--- src/rtl/vlock_pkg.sv ---
package vlock_pkg;

  typedef enum logic [1:0] {
    FM_NONE   = 2'd0,
    FM_RSVD_A = 2'd1,
    FM_TOTALS = 2'd2,
    FM_RSVD_B = 2'd3
  } force_mode_e;

  // Edge of interest: start of sync for the given polarity.
  function automatic logic sync_start(input logic prev, input logic cur,
                                      input logic active_low);
    return active_low ? (prev & ~cur) : (~prev & cur);
  endfunction

endpackage

--- src/rtl/vlock_sync.sv ---
module vlock_sync #(
  parameter int NUM_PIPES = 4,
  parameter int STAGES    = 2
) (
  input  logic                 clk,
  input  logic                 rst,
  input  logic [NUM_PIPES-1:0] async_i,
  output logic [NUM_PIPES-1:0] sync_o
);

  localparam int LAST = STAGES - 1;

  for (genvar p = 0; p < NUM_PIPES; p++) begin : g_pipe
    logic [STAGES-1:0] chain;
    always_ff @(posedge clk) begin
      if (rst) chain <= '0;
      else     chain <= {chain[STAGES-2:0], async_i[p]};
    end
    assign sync_o[p] = chain[LAST];
  end

endmodule

--- src/rtl/vlock_edge_sel.sv ---
module vlock_edge_sel
  import vlock_pkg::*;
#(
  parameter int NUM_PIPES = 4,
  parameter int SEL_W     = (NUM_PIPES > 1) ? $clog2(NUM_PIPES) : 1
) (
  input  logic                 clk,
  input  logic                 rst,
  input  logic [NUM_PIPES-1:0] sync_i,
  input  logic [SEL_W-1:0]     sel_i,
  input  logic                 active_low_i,
  output logic                 edge_o
);

  localparam logic [SEL_W:0] NP = (SEL_W+1)'(NUM_PIPES);

  logic             cur;
  logic             prev_q;
  logic [SEL_W-1:0] sel_q;
  logic             sel_moved;

  always_comb begin
    cur = 1'b0;
    if ({1'b0, sel_i} < NP) cur = sync_i[sel_i];
  end

  always_ff @(posedge clk) begin
    if (rst) begin
      prev_q <= 1'b0;
      sel_q  <= '0;
    end else begin
      prev_q <= cur;
      sel_q  <= sel_i;
    end
  end

  // History belongs to the old source in a switch cycle: hold off.
  assign sel_moved = (sel_q != sel_i);
  assign edge_o    = !sel_moved && sync_start(prev_q, cur, active_low_i);

  p_switch_quiet_r11: assert property (@(posedge clk) disable iff (rst)
    (sel_i != $past(sel_i)) |-> !edge_o);

endmodule

--- src/rtl/vlock_force_ctl.sv ---
module vlock_force_ctl
  import vlock_pkg::*;
#(
  parameter int H_W = 14,
  parameter int V_W = 14
) (
  input  logic           clk,
  input  logic           rst,
  input  logic           edge_i,
  input  logic           arm_i,
  input  logic           rearm_i,
  input  logic [1:0]     mode_i,
  input  logic           clr_i,
  input  logic [H_W-1:0] h_total_i,
  input  logic [V_W-1:0] v_total_i,
  output logic           load_o,
  output logic [H_W-1:0] h_o,
  output logic [V_W-1:0] v_o,
  output logic           occurred_o
);

  logic mode_ok;
  logic open_gate;
  logic fire;

  assign mode_ok   = (force_mode_e'(mode_i) == FM_TOTALS);
  assign open_gate = !occurred_o || rearm_i;
  assign fire      = edge_i && arm_i && mode_ok && open_gate;

  always_ff @(posedge clk) begin
    if (rst) begin
      load_o     <= 1'b0;
      h_o        <= '0;
      v_o        <= '0;
      occurred_o <= 1'b0;
    end else begin
      load_o <= fire;
      if (fire) begin
        h_o <= h_total_i;
        v_o <= v_total_i;
      end
      if (fire)       occurred_o <= 1'b1;
      else if (clr_i) occurred_o <= 1'b0;
    end
  end

  p_strobe_flag_r5: assert property (@(posedge clk) disable iff (rst)
    load_o |-> occurred_o);
  p_sticky_r5: assert property (@(posedge clk) disable iff (rst)
    (occurred_o && !clr_i) |=> occurred_o);
  p_strobe_once_r4: assert property (@(posedge clk) disable iff (rst)
    load_o |=> !load_o);
  p_load_vals_r4: assert property (@(posedge clk) disable iff (rst)
    load_o |-> (h_o == $past(h_total_i) && v_o == $past(v_total_i)));
  p_clear_r6: assert property (@(posedge clk) disable iff (rst)
    (clr_i && !edge_i) |=> !occurred_o);
  p_disarmed_r7: assert property (@(posedge clk) disable iff (rst)
    load_o |-> $past(arm_i));
  p_single_shot_r8: assert property (@(posedge clk) disable iff (rst)
    (occurred_o && !rearm_i) |=> !load_o);
  p_mode_r10: assert property (@(posedge clk) disable iff (rst)
    load_o |-> ($past(mode_i) == 2'd2));

endmodule

--- src/rtl/frame_lock_trigger.sv ---
module frame_lock_trigger #(
  parameter int NUM_PIPES = 4,
  parameter int H_W       = 14,
  parameter int V_W       = 14,
  parameter int SYNC_FF   = 2,
  parameter int SEL_W     = (NUM_PIPES > 1) ? $clog2(NUM_PIPES) : 1
) (
  input  logic                 clk,
  input  logic                 rst,
  input  logic [NUM_PIPES-1:0] pipe_vsync,
  input  logic [SEL_W-1:0]     src_sel,
  input  logic                 vs_active_low,
  input  logic                 arm,
  input  logic                 rearm,
  input  logic [1:0]           force_mode,
  input  logic                 clr_seen,
  input  logic [H_W-1:0]       h_total,
  input  logic [V_W-1:0]       v_total,
  output logic                 force_load,
  output logic [H_W-1:0]       force_hcount,
  output logic [V_W-1:0]       force_vcount,
  output logic                 lock_seen
);

  logic [NUM_PIPES-1:0] vs_sync;
  logic                 start_edge;

  vlock_sync #(.NUM_PIPES(NUM_PIPES), .STAGES(SYNC_FF)) u_sync (
    .clk     (clk),
    .rst     (rst),
    .async_i (pipe_vsync),
    .sync_o  (vs_sync)
  );

  vlock_edge_sel #(.NUM_PIPES(NUM_PIPES), .SEL_W(SEL_W)) u_edge (
    .clk          (clk),
    .rst          (rst),
    .sync_i       (vs_sync),
    .sel_i        (src_sel),
    .active_low_i (vs_active_low),
    .edge_o       (start_edge)
  );

  vlock_force_ctl #(.H_W(H_W), .V_W(V_W)) u_ctl (
    .clk        (clk),
    .rst        (rst),
    .edge_i     (start_edge),
    .arm_i      (arm),
    .rearm_i    (rearm),
    .mode_i     (force_mode),
    .clr_i      (clr_seen),
    .h_total_i  (h_total),
    .v_total_i  (v_total),
    .load_o     (force_load),
    .h_o        (force_hcount),
    .v_o        (force_vcount),
    .occurred_o (lock_seen)
  );

  p_reset_quiet_r1: assert property (@(posedge clk)
    $past(rst) |-> (!force_load && !lock_seen));

endmodule

--- config.mk ---
export PLATFORM = sky130hd
export DESIGN_NAME = frame_lock_trigger
export DESIGN_NICKNAME = d
export VERILOG_FILES = /design/src/rtl/vlock_pkg.sv /design/src/rtl/vlock_sync.sv /design/src/rtl/vlock_edge_sel.sv /design/src/rtl/vlock_force_ctl.sv /design/src/rtl/frame_lock_trigger.sv
export SDC_FILE = /design/constraint.sdc
export NUM_CORES = 1
export LEC_CHECK = 0
export BUFFER_PORTS_ARGS = -buffer_cell sky130_fd_sc_hd__buf_2
export CORE_MARGIN = 2
export CORE_UTILIZATION = 42
export CTS_CLUSTER_SIZE = 12
export DETAILED_ROUTE_END_ITERATION = 10
export PLACE_DENSITY = 0.74
export SYNTH_ARGS = -nofsm -noshare
export SYNTH_HDL_FRONTEND = slang
export SYNTH_SLANG_ARGS = --single-unit
--- constraint.sdc ---
create_clock -name clk -period 1.9 [get_ports clk]
set_clock_uncertainty 0.05 [all_clocks]
set_input_delay 0.38 -clock clk [delete_from_list [all_inputs] [get_ports clk]]
set_output_delay 0.38 -clock clk [all_outputs]
set_load 0.005 [all_outputs]
# After elaboration in Yosys (flattened, before gate mapping)
# Index checks and enable logic that the tools add are counted.
classes:
  n_mux: 5
  order_cmp: 1
  eq_ne: 2
  n_reduce_logical: 8
  n_bitwise: 4
ops:
  columns: ["operator", "count"]
  rows:
  - ["$logic_and A1 B1 Y1", 4]
  - ["$mux W1", 4]
  - ["$lt A2 B3 Y1 const B", 1]
  - ["$and A1 B1 Y1", 2]
  - ["$bmux W1 S2", 1]
  - ["$eq A2 B2 Y1 const B", 1]
  - ["$logic_not A1 Y1", 2]
  - ["$ne A2 B2 Y1", 1]
  - ["$not A1 Y1", 2]
  - ["$reduce_bool A2 Y1", 1]
  - ["$logic_or A1 B1 Y1", 1]
word_totals:
  input_bits: 42
  register_bits: 41
  wordCells: 30

# Logic depth before layout (Yosys ltp)
# Gate-level depths: netlist of run 1.
logic_depth:
  ltp_word: 10
  ltp_mapped: 6
  depth_no_buf: 4

# Cells and area by module
# From an unflattened synthesis of run 1, not the netlist that was laid out.
hier_totals:
  cells_unflattened: 162
  area_unflattened_um2: 1735.4
by_module_without_submodules:
  columns: ["mod", "seq_area_each_um2", "cells_per_inst", "n_inst", "area_per_inst_um2"]
  rows:
  - ["vlock_force_ctl", 600.6, 129, 1, 1355.0]
  - ["vlock_sync", 160.2, 20, 1, 240.2]
  - ["vlock_edge_sel", 60.1, 13, 1, 140.1]

# Worst setup path after synthesis of run 1
# Ideal clock, no wire load.
synth_timing:
  path_type: "input to register"
  start: "input port src_sel[0]"
  end: "register u_ctl.h_o[0]"
  required_time_ns: 1.718
  path_stages: 5
  setup_time_ns: 0.132
  path_slack_ns: 0.117
  arrival_ns: 1.600
  path_cell_list: "mux4_2 > mux2_4 > buf_2 > o21ai_1 > a21oi_1"
synth_via:
  elab_chain_cells: 9
  elab_cells_between_ends: 12
  cone_classes: "eq/ne: 1; mux: 3; bitwise: 3; reduce/logical: 5"
synth_rtl:
  columns: ["element", "line_no", "source"]
  rows:
  - ["from (decl)", "frame_lock_trigger.sv:11", "input logic [SEL_W-1:0] src_sel,"]
  - ["$bmux W1 S2", "vlock_edge_sel.sv:24", "if ({1'b0, sel_i} < NP) cur = sync_i[sel_i];"]
  - ["$mux W1 (implied by the code)", "vlock_edge_sel.sv:24", null]
  - ["$not A1 Y1", "vlock_pkg.sv:13", "return active_low ? (prev & ~cur) : (~prev & cur);"]
  - ["$and A1 B1 Y1", "vlock_pkg.sv:13", null]
  - ["$mux W1", "vlock_pkg.sv:13", null]
  - ["$logic_and A1 B1 Y1 (*)", "vlock_edge_sel.sv:39", "assign edge_o = !sel_moved && sync_start(prev_q, cur, active_low_i);"]
  - ["$logic_and A1 B1 Y1 (*) (3 in series)", "vlock_force_ctl.sv:28", "assign fire = edge_i && arm_i && mode_ok && open_gate;"]
  - ["to (signal assigned)", "vlock_force_ctl.sv:39", "h_o <= h_total_i;"]
  - ["to (decl)", "vlock_force_ctl.sv:17", "output logic [H_W-1:0] h_o,"]
# Mark *: on every way between the ends. The rest lies on a longest branch, timed or not. The select of a mux whose other input is x is not followed.
# A chain may end at the register's enable or synchronous reset.

# Worst setup path in the final report of run 1
layout_timing:
  start: "register u_sync.g_pipe[2].chain[1]"
  end: "register u_ctl.h_o[2]"
layout_via:
  elab_chain_cells: 9
  elab_cells_between_ends: 10
  cone_classes: "mux: 3; bitwise: 3; reduce/logical: 4"
layout_rtl:
  columns: ["element", "line_no", "source"]
  rows:
  - ["from (decl)", "vlock_sync.sv:14", "logic [STAGES-1:0] chain;"]
  - ["from (signal assigned)", "vlock_sync.sv:17", "else chain <= {chain[STAGES-2:0], async_i[p]};"]
  - ["$bmux W1 S2 (*)", "vlock_edge_sel.sv:24", null]
  - ["$mux W1 (implied by the code) (*)", "vlock_edge_sel.sv:24", null]
  - ["$not A1 Y1", "vlock_pkg.sv:13", null]
  - ["$and A1 B1 Y1", "vlock_pkg.sv:13", null]
  - ["$mux W1 (*)", "vlock_pkg.sv:13", null]
  - ["$logic_and A1 B1 Y1 (*)", "vlock_edge_sel.sv:39", null]
  - ["$logic_and A1 B1 Y1 (*) (3 in series)", "vlock_force_ctl.sv:28", null]
# Marks and branches as above.

==> results of run 1 <==
## metrics by stage
step                instances  TNS [ps]
finish                    281         0
global route              281         0
CTS                       281         0
detailed placement        273     -97.9
global placement          273         0
floorplan                 165         0
## flip-flops by register name, summed over array words and instances (netlist names)
register and cells:
u_edge.sel_q 2, u_ctl.occurred_o 1, u_ctl.v_o 14, u_edge.prev_q 1
u_ctl.load_o 1, u_ctl.h_o 14, u_sync.g_pipe.chain 8
## layer usage
layer	part of all wire	vias to the layer above
met5	0	-
met4	0.018	0
met3	0.052	7
met2	0.54	43
met1	0.39	655
li1	-	719
## cell type report
type / count / area, um2 / area share
flip-flops and latches: 41 / 821 / 0.411
multi-input cells: 110 / 617 / 0.309
repair buffers: 76 / 430 / 0.216
clock buffers: 7 / 65.1 / 0.0326
well taps: 46 / 57.6 / 0.0288
clock inverters: 1 / 5.00 / 0.00251
## cell families (layout without fill, tap and decap cells)
kind of cell / count (synthesis) / in the layout / synth area share
AO/OA/AOI/OAI: 57 / 57 / 0.190
AND/OR/NAND/NOR: 48 / 48 / 0.175
flip-flops: 41 / 41 / 0.546
buffers and inverters: 14 / 84 / 0.0458
multiplexers: 3 / 3 / 0.0316
XOR/XNOR: 2 / 2 / 0.0117
## synth_stat cells
cell,n,area share
or2_1,1,0.0042
mux2i_1,1,0.0067
xnor2_1,2,0.012
and3b_1,1,0.0058
buf_4,1,0.0050
o21ai_1,28,0.093
a21oi_1,29,0.097
nand3_1,28,0.093
nand2b_1,2,0.0083
nor2b_1,11,0.046
nand4_1,1,0.0042
buf_6,1,0.0075
nor2_1,1,0.0025
clkbuf_1,8,0.020
and4_1,1,0.0058
buf_2,4,0.013
mux2_4,1,0.010
nand2_1,2,0.0050
dfxtp_1,41,0.55
mux4_2,1,0.015
## worst paths after layout
kind	start	cells past startpoint	to	slack, ps
hold / removal	pipe_vsync[2]	2	u_sync.g_pipe[2].chain[0]$_SDFF_PP0_	200
setup / recovery	u_sync.g_pipe[2].chain[1]$_SDFF_PP0_	4	u_ctl.h_o[2]$_SDFFE_PP0P_	210
hold reg to reg	u_sync.g_pipe[1].chain[0]$_SDFF_PP0_	1	u_sync.g_pipe[1].chain[1]$_SDFF_PP0_	400
setup reg to reg	u_sync.g_pipe[2].chain[1]$_SDFF_PP0_	4	u_ctl.h_o[2]$_SDFFE_PP0P_	210
## power by group through the flow
stage / clock network, uW / registers, uW / logic [uW]
floorplan: 0 / 894 / 61.7
finish: 483 / 875 / 126
detailed placement: 0 / 895 / 126
global route: 549 / 877 / 138
CTS: 494 / 876 / 127
global placement: 0 / 894 / 125
## worst max-delay path, delay by kind of cell (launching register included)
kind,cells,cell delay (ps)
AO/OA/AOI/OAI,2,250
flip-flops,1,320
multiplexers,2,970
## cells in the final DEF, fill, tap and decap left out, types with 2 or more instances in the layout
cell type / instances
xnor2_1: 2
dfxtp_1: 41
buf_4: 2
a21oi_1: 29
nand2_1: 2
nand2b_1: 2
nor2b_1: 11
buf_2: 71
clkbuf_8: 2
clkbuf_4: 5
nand3_1: 28
o21ai_1: 28
buf_12: 3
==> results.txt, run 1 <==
PwrDens = 743 nW/um2
final WL = 3.51 mm
Die Wd = 63.8 um
synth unique cells = 20
final worst path period need = 1690 ps
RSZ-0062 raised after global routing = false
status = finished clean
maximum clock frequency = 592 MHz
chip height = 63.8 um
PostCTS Resize Cnt = 0
final setup fails = 0
Area growth syn-to-layout = 32.8%
Synth Net Count = 207
Antenna diodes = 0
Final Hold Viols = 0
Final Max Tran Viols = 0
DRT Pass-1 Iters = 4
Final Worst Setup Slack = 210 ps
Starting Density = 0.443
maximum clock path buffer count = 2
Reg power frac = 0.590
global routing's busiest layer = met2
post-DR wirelength/cell = 12.5 um
pre-CTS WS = -27.1 ps
Max Cap Viol = 0
Worst-path clk slew = 110 ps
Final HPWL DP = 2.45 mm
Tot Pwr = 1480 uW
Worst setup EP type = flop
total gr overflow = 0
largest net degree at the start of global routing = 42
Slew HR = 0.800
Comb pwr share = 0.085
Hold WS = 199 ps
synthesized cell area = 1500 um2
die area = 4070 um2
Seq cells post-synth = 41
Hold Buf Count CTS = 0
Final ANT Viol Nets = 0
# nets final = 276
first-pass GRT wire length = 5.71 mm
kind of critical path = flop to flop
# DRC = 0
IR drop worst, VDD = 0.521 mV
H-tree lvl count = 2
initial antenna violation count = 0
Vias/cell = 5.07
met1 usage = 0.176
port bufs = 71
# clock sinks = 41
routability cong. = 0.685
GRT Util Overall = 0.180
I/O pin count = 72
Leak = 0.000858 uW
Via Count = 1424
initial DRC count = 120
max incr delay on CP = 510 ps
vias in the first global route = 1398
switching share of power = 0.226
# rows = 21
net switching power figure = 335 uW
placeable core area = 3390 um2
met2 Usage GRT = 0.348
root buffer cell = clkbuf_4
TritonCTS buffer count = 5
Post-CTS Setup Bufs = 0
met3 Track Usage GR = 0.0546
Least-Margin Pin Slew = 300 ps
crit path max-delay cell type = mux4_2
hold crit path type = input pin to flop
worst-path maximum fanout = 28
Post-DP Area = 1930 um2
Cell Chain, Critical Path = mux4_2 > mux2_4 > o21ai_1 > a21oi_1
Final Core Density = 0.589
Syn Inst Count = 165
Ys Warns = 0
CTS tree = built
Critical Path Start Type = flop
CP required = 2080 ps
clock power share = 0.325
period utilization = 0.890
post-route cell area = 2000 um2
Filler Cell Count = 310
Avg Inst Size Synth = 9.11 um2
critical path arrival = 1870 ps
register area share after synthesis = 0.546
layout cell share with drive strength beyond 1 = 0.370
clk_lat worst skew = 340 ps
Int Power = 1150 uW
No activity file was read; power rests on OpenSTA's default activity.
==> run 2, diff against run 1 <==
- ABC_AREA: not set -> 1
- PLACE_DENSITY: 0.74 -> 0.72
==> run 2 against run 1 <==
Sequential cell count is the same. Die area is 9.0% higher. Area after synthesis grew 9.7%. Clock-buffer cell count is the same. Worst setup slack improved by 340 ps. Global-route usage down 2.4 points. Fmax rose by 25%. Sequential power increased by 1%. Power up 7.4%. Critical endpoint is now u_ctl.h_o[12]$_SDFFE_PP0P_. Hold slack improved by 43 ps. Clock power increased by 24%.
==> results.txt, run 2 <==
Slew HR = 0.692
vias in the first global route = 1283
Worst setup EP type = flop
Reg power frac = 0.555
CP dominant cell by count = nand2_1
commonest non-fill, non-tap cell in the layout = nand2_1
maximum clock path buffer count = 2
CP required = 2080 ps
# clock sinks = 41
total gr overflow = 0
Hold Buf Count CTS = 0
# DRC = 0
synth top area cells = dfxtp_1 (50%), nand2_1 (16%), nor2_1 (14%)
Final Max Tran Viols = 0
final WL = 3.10 mm
switching share of power = 0.211
Vias/cell = 4.12
worst-path maximum fanout = 15
Cell Chain, Critical Path = or2_2 > nand3_1 > nand3_2 > buf_4 > nand2_1 > nand2_1 > nor2_1
port bufs = 71
RR Startpoint = u_edge.prev_q$_SDFF_PP0_
placeable core area = 3720 um2
PwrDens = 750 nW/um2
Seq cells post-synth = 41
max incr delay on CP = 310 ps
Max Cap Viol = 0
register area share after synthesis = 0.498
Synth top area share = 0.498
crit path max-delay cell type = dfxtp_1
CTS tree = built
Post-CTS Setup Bufs = 0
status = finished clean
die area = 4440 um2
Final Worst Setup Slack = 548 ps
setup TNS = 0 ps
Antenna diodes = 0
# rows = 22
largest net degree at the start of global routing = 44
Int Power = 1260 uW
Post-synth top cells = nand2_1 (72), nor2_1 (62), dfxtp_1 (41), inv_1 (41), nor2_2 (8)
layout cell share with drive strength beyond 1 = 0.299
synth unique cells = 14
PostCTS Resize Cnt = 0
GRT Util Overall = 0.156
Final Hold Viols = 0
CP startpoint = u_edge.prev_q$_SDFF_PP0_
RSZ-0062 raised after global routing = false
Die Wd = 66.6 um
first-pass GRT wire length = 5.22 mm
Worst-path clk slew = 70 ps
Final HPWL DP = 2.24 mm
net switching power figure = 336 uW
TritonCTS buffer count = 5
clk_lat worst skew = 280 ps
final setup fails = 0
Yosys top cell by area = dfxtp_1
Area growth syn-to-layout = 28.9%
DRT Pass-1 Iters = 4
maximum clock frequency = 739 MHz
root buffer cell = clkbuf_8
clock power share = 0.377
Comb pwr share = 0.068
I/O pin count = 72
Tot Pwr = 1590 uW
Critical Path Start Type = flop
synthesized cell area = 1650 um2
routability cong. = 0.727
period utilization = 0.712
Filler Cell Count = 389
Avg Inst Size Synth = 6.81 um2
H-tree lvl count = 2
Synth Net Count = 284
largest registers = u_ctl.h_o x14, u_ctl.v_o x14, u_sync.g_pipe.chain x8
initial DRC count = 56
Leak = 0.00128 uW
Least-Margin Pin Slew = 462 ps
Syn Inst Count = 242
Ys Warns = 0
top-count cell post-synth = nand2_1
Worst Min Path Start = pipe_vsync[1]
# nets final = 355
pre-CTS WS = 341 ps
Starting Density = 0.443
post-DR wirelength/cell = 8.57 um
IR drop worst, VDD = 0.526 mV
Post-synth EDFFs = 0
Async SR Flop Fraction = 0
ys flop type = dfxtp_1
final worst path period need = 1350 ps
commonest cells after routing, fill and taps aside = nand2_1 (72), buf_2 (71), nor2_1 (62)
initial antenna violation count = 0
critical path arrival = 1530 ps
kind of critical path = flop to flop
chip height = 66.6 um
hold crit path type = input pin to flop
Via Count = 1490
Final ANT Viol Nets = 0
-- run 2: changes by cell type after synthesis, moves of 24 or more --
cell and delta:
a21oi_1 -29, inv_1 +41, nand2_1 +70, nand3_1 -24
nor2_1 +61, o21ai_1 -28
-- run 2: metrics by stage --
step	util	hold WS (ps)	cell area (um2)	instances
3_5_place_dp	0.544	345	2020	354
6_report	0.572	242	2120	362
2_1_floorplan	-	338	1650	242
3_3_place_gp	0.544	339	2020	354
4_1_cts	0.572	231	2120	362
5_1_grt	0.572	246	2120	362
-- run 2: worst paths after layout --
| check | to | slack (ps) | depth (start not counted) |
|---|---|---|---|
| max | u_ctl.h_o[12]$_SDFFE_PP0P_ | 550 | 7 |
| min | u_sync.g_pipe[1].chain[0]$_SDFF_PP0_ | 240 | 3 |
| max reg2reg | u_ctl.h_o[12]$_SDFFE_PP0P_ | 550 | 7 |
| min reg2reg | u_sync.g_pipe[0].chain[1]$_SDFF_PP0_ | 350 | 2 |
-- run 2: layout make-up --
type	count	area [um2]	share of cell area
multi-input cells	149	598	0.282
flip-flops and latches	41	821	0.386
repair buffers	73	383	0.180
inverters	43	161	0.0760
clock buffers	7	96.3	0.0453
well taps	48	60.1	0.0283
clock inverters	1	5.00	0.00236
-- run 2: critical path: cells and delay by family, from the launching register on --
| family | cells | cell delay, ps |
|---|---|---|
| DFF | 1 | 310 |
| buffers and inverters | 1 | 220 |
| and+or+nand+nor | 6 | 720 |
-- run 2: layer usage --
| metal | global-route usage | routed length (um) | share of wire |
|---|---|---|---|
| met1 | 0.173 | 1400 | 0.45 |
| met2 | 0.265 | 1400 | 0.45 |
| met3 | 0.0574 | 249 | 0.080 |
| met4 | 0.0689 | 57 | 0.018 |
| met5 | 0 | 0 | 0 |
-- run 2: cells by family after synthesis --
family,share of synthesized area
DFF,0.498
buffers and inverters,0.139
AOI/OAI and AO/OA,0.00532
and+or+nand+nor,0.358
-- run 2: power groups by stage --
stage / Combinational, uW / Clock, uW / Sequential (uW)
floorplan: 49.7 / 0 / 904
global placement: 108 / 0 / 903
detailed placement: 110 / 0 / 904
CTS: 110 / 625 / 884
global route: 125 / 668 / 886
finish: 108 / 601 / 884
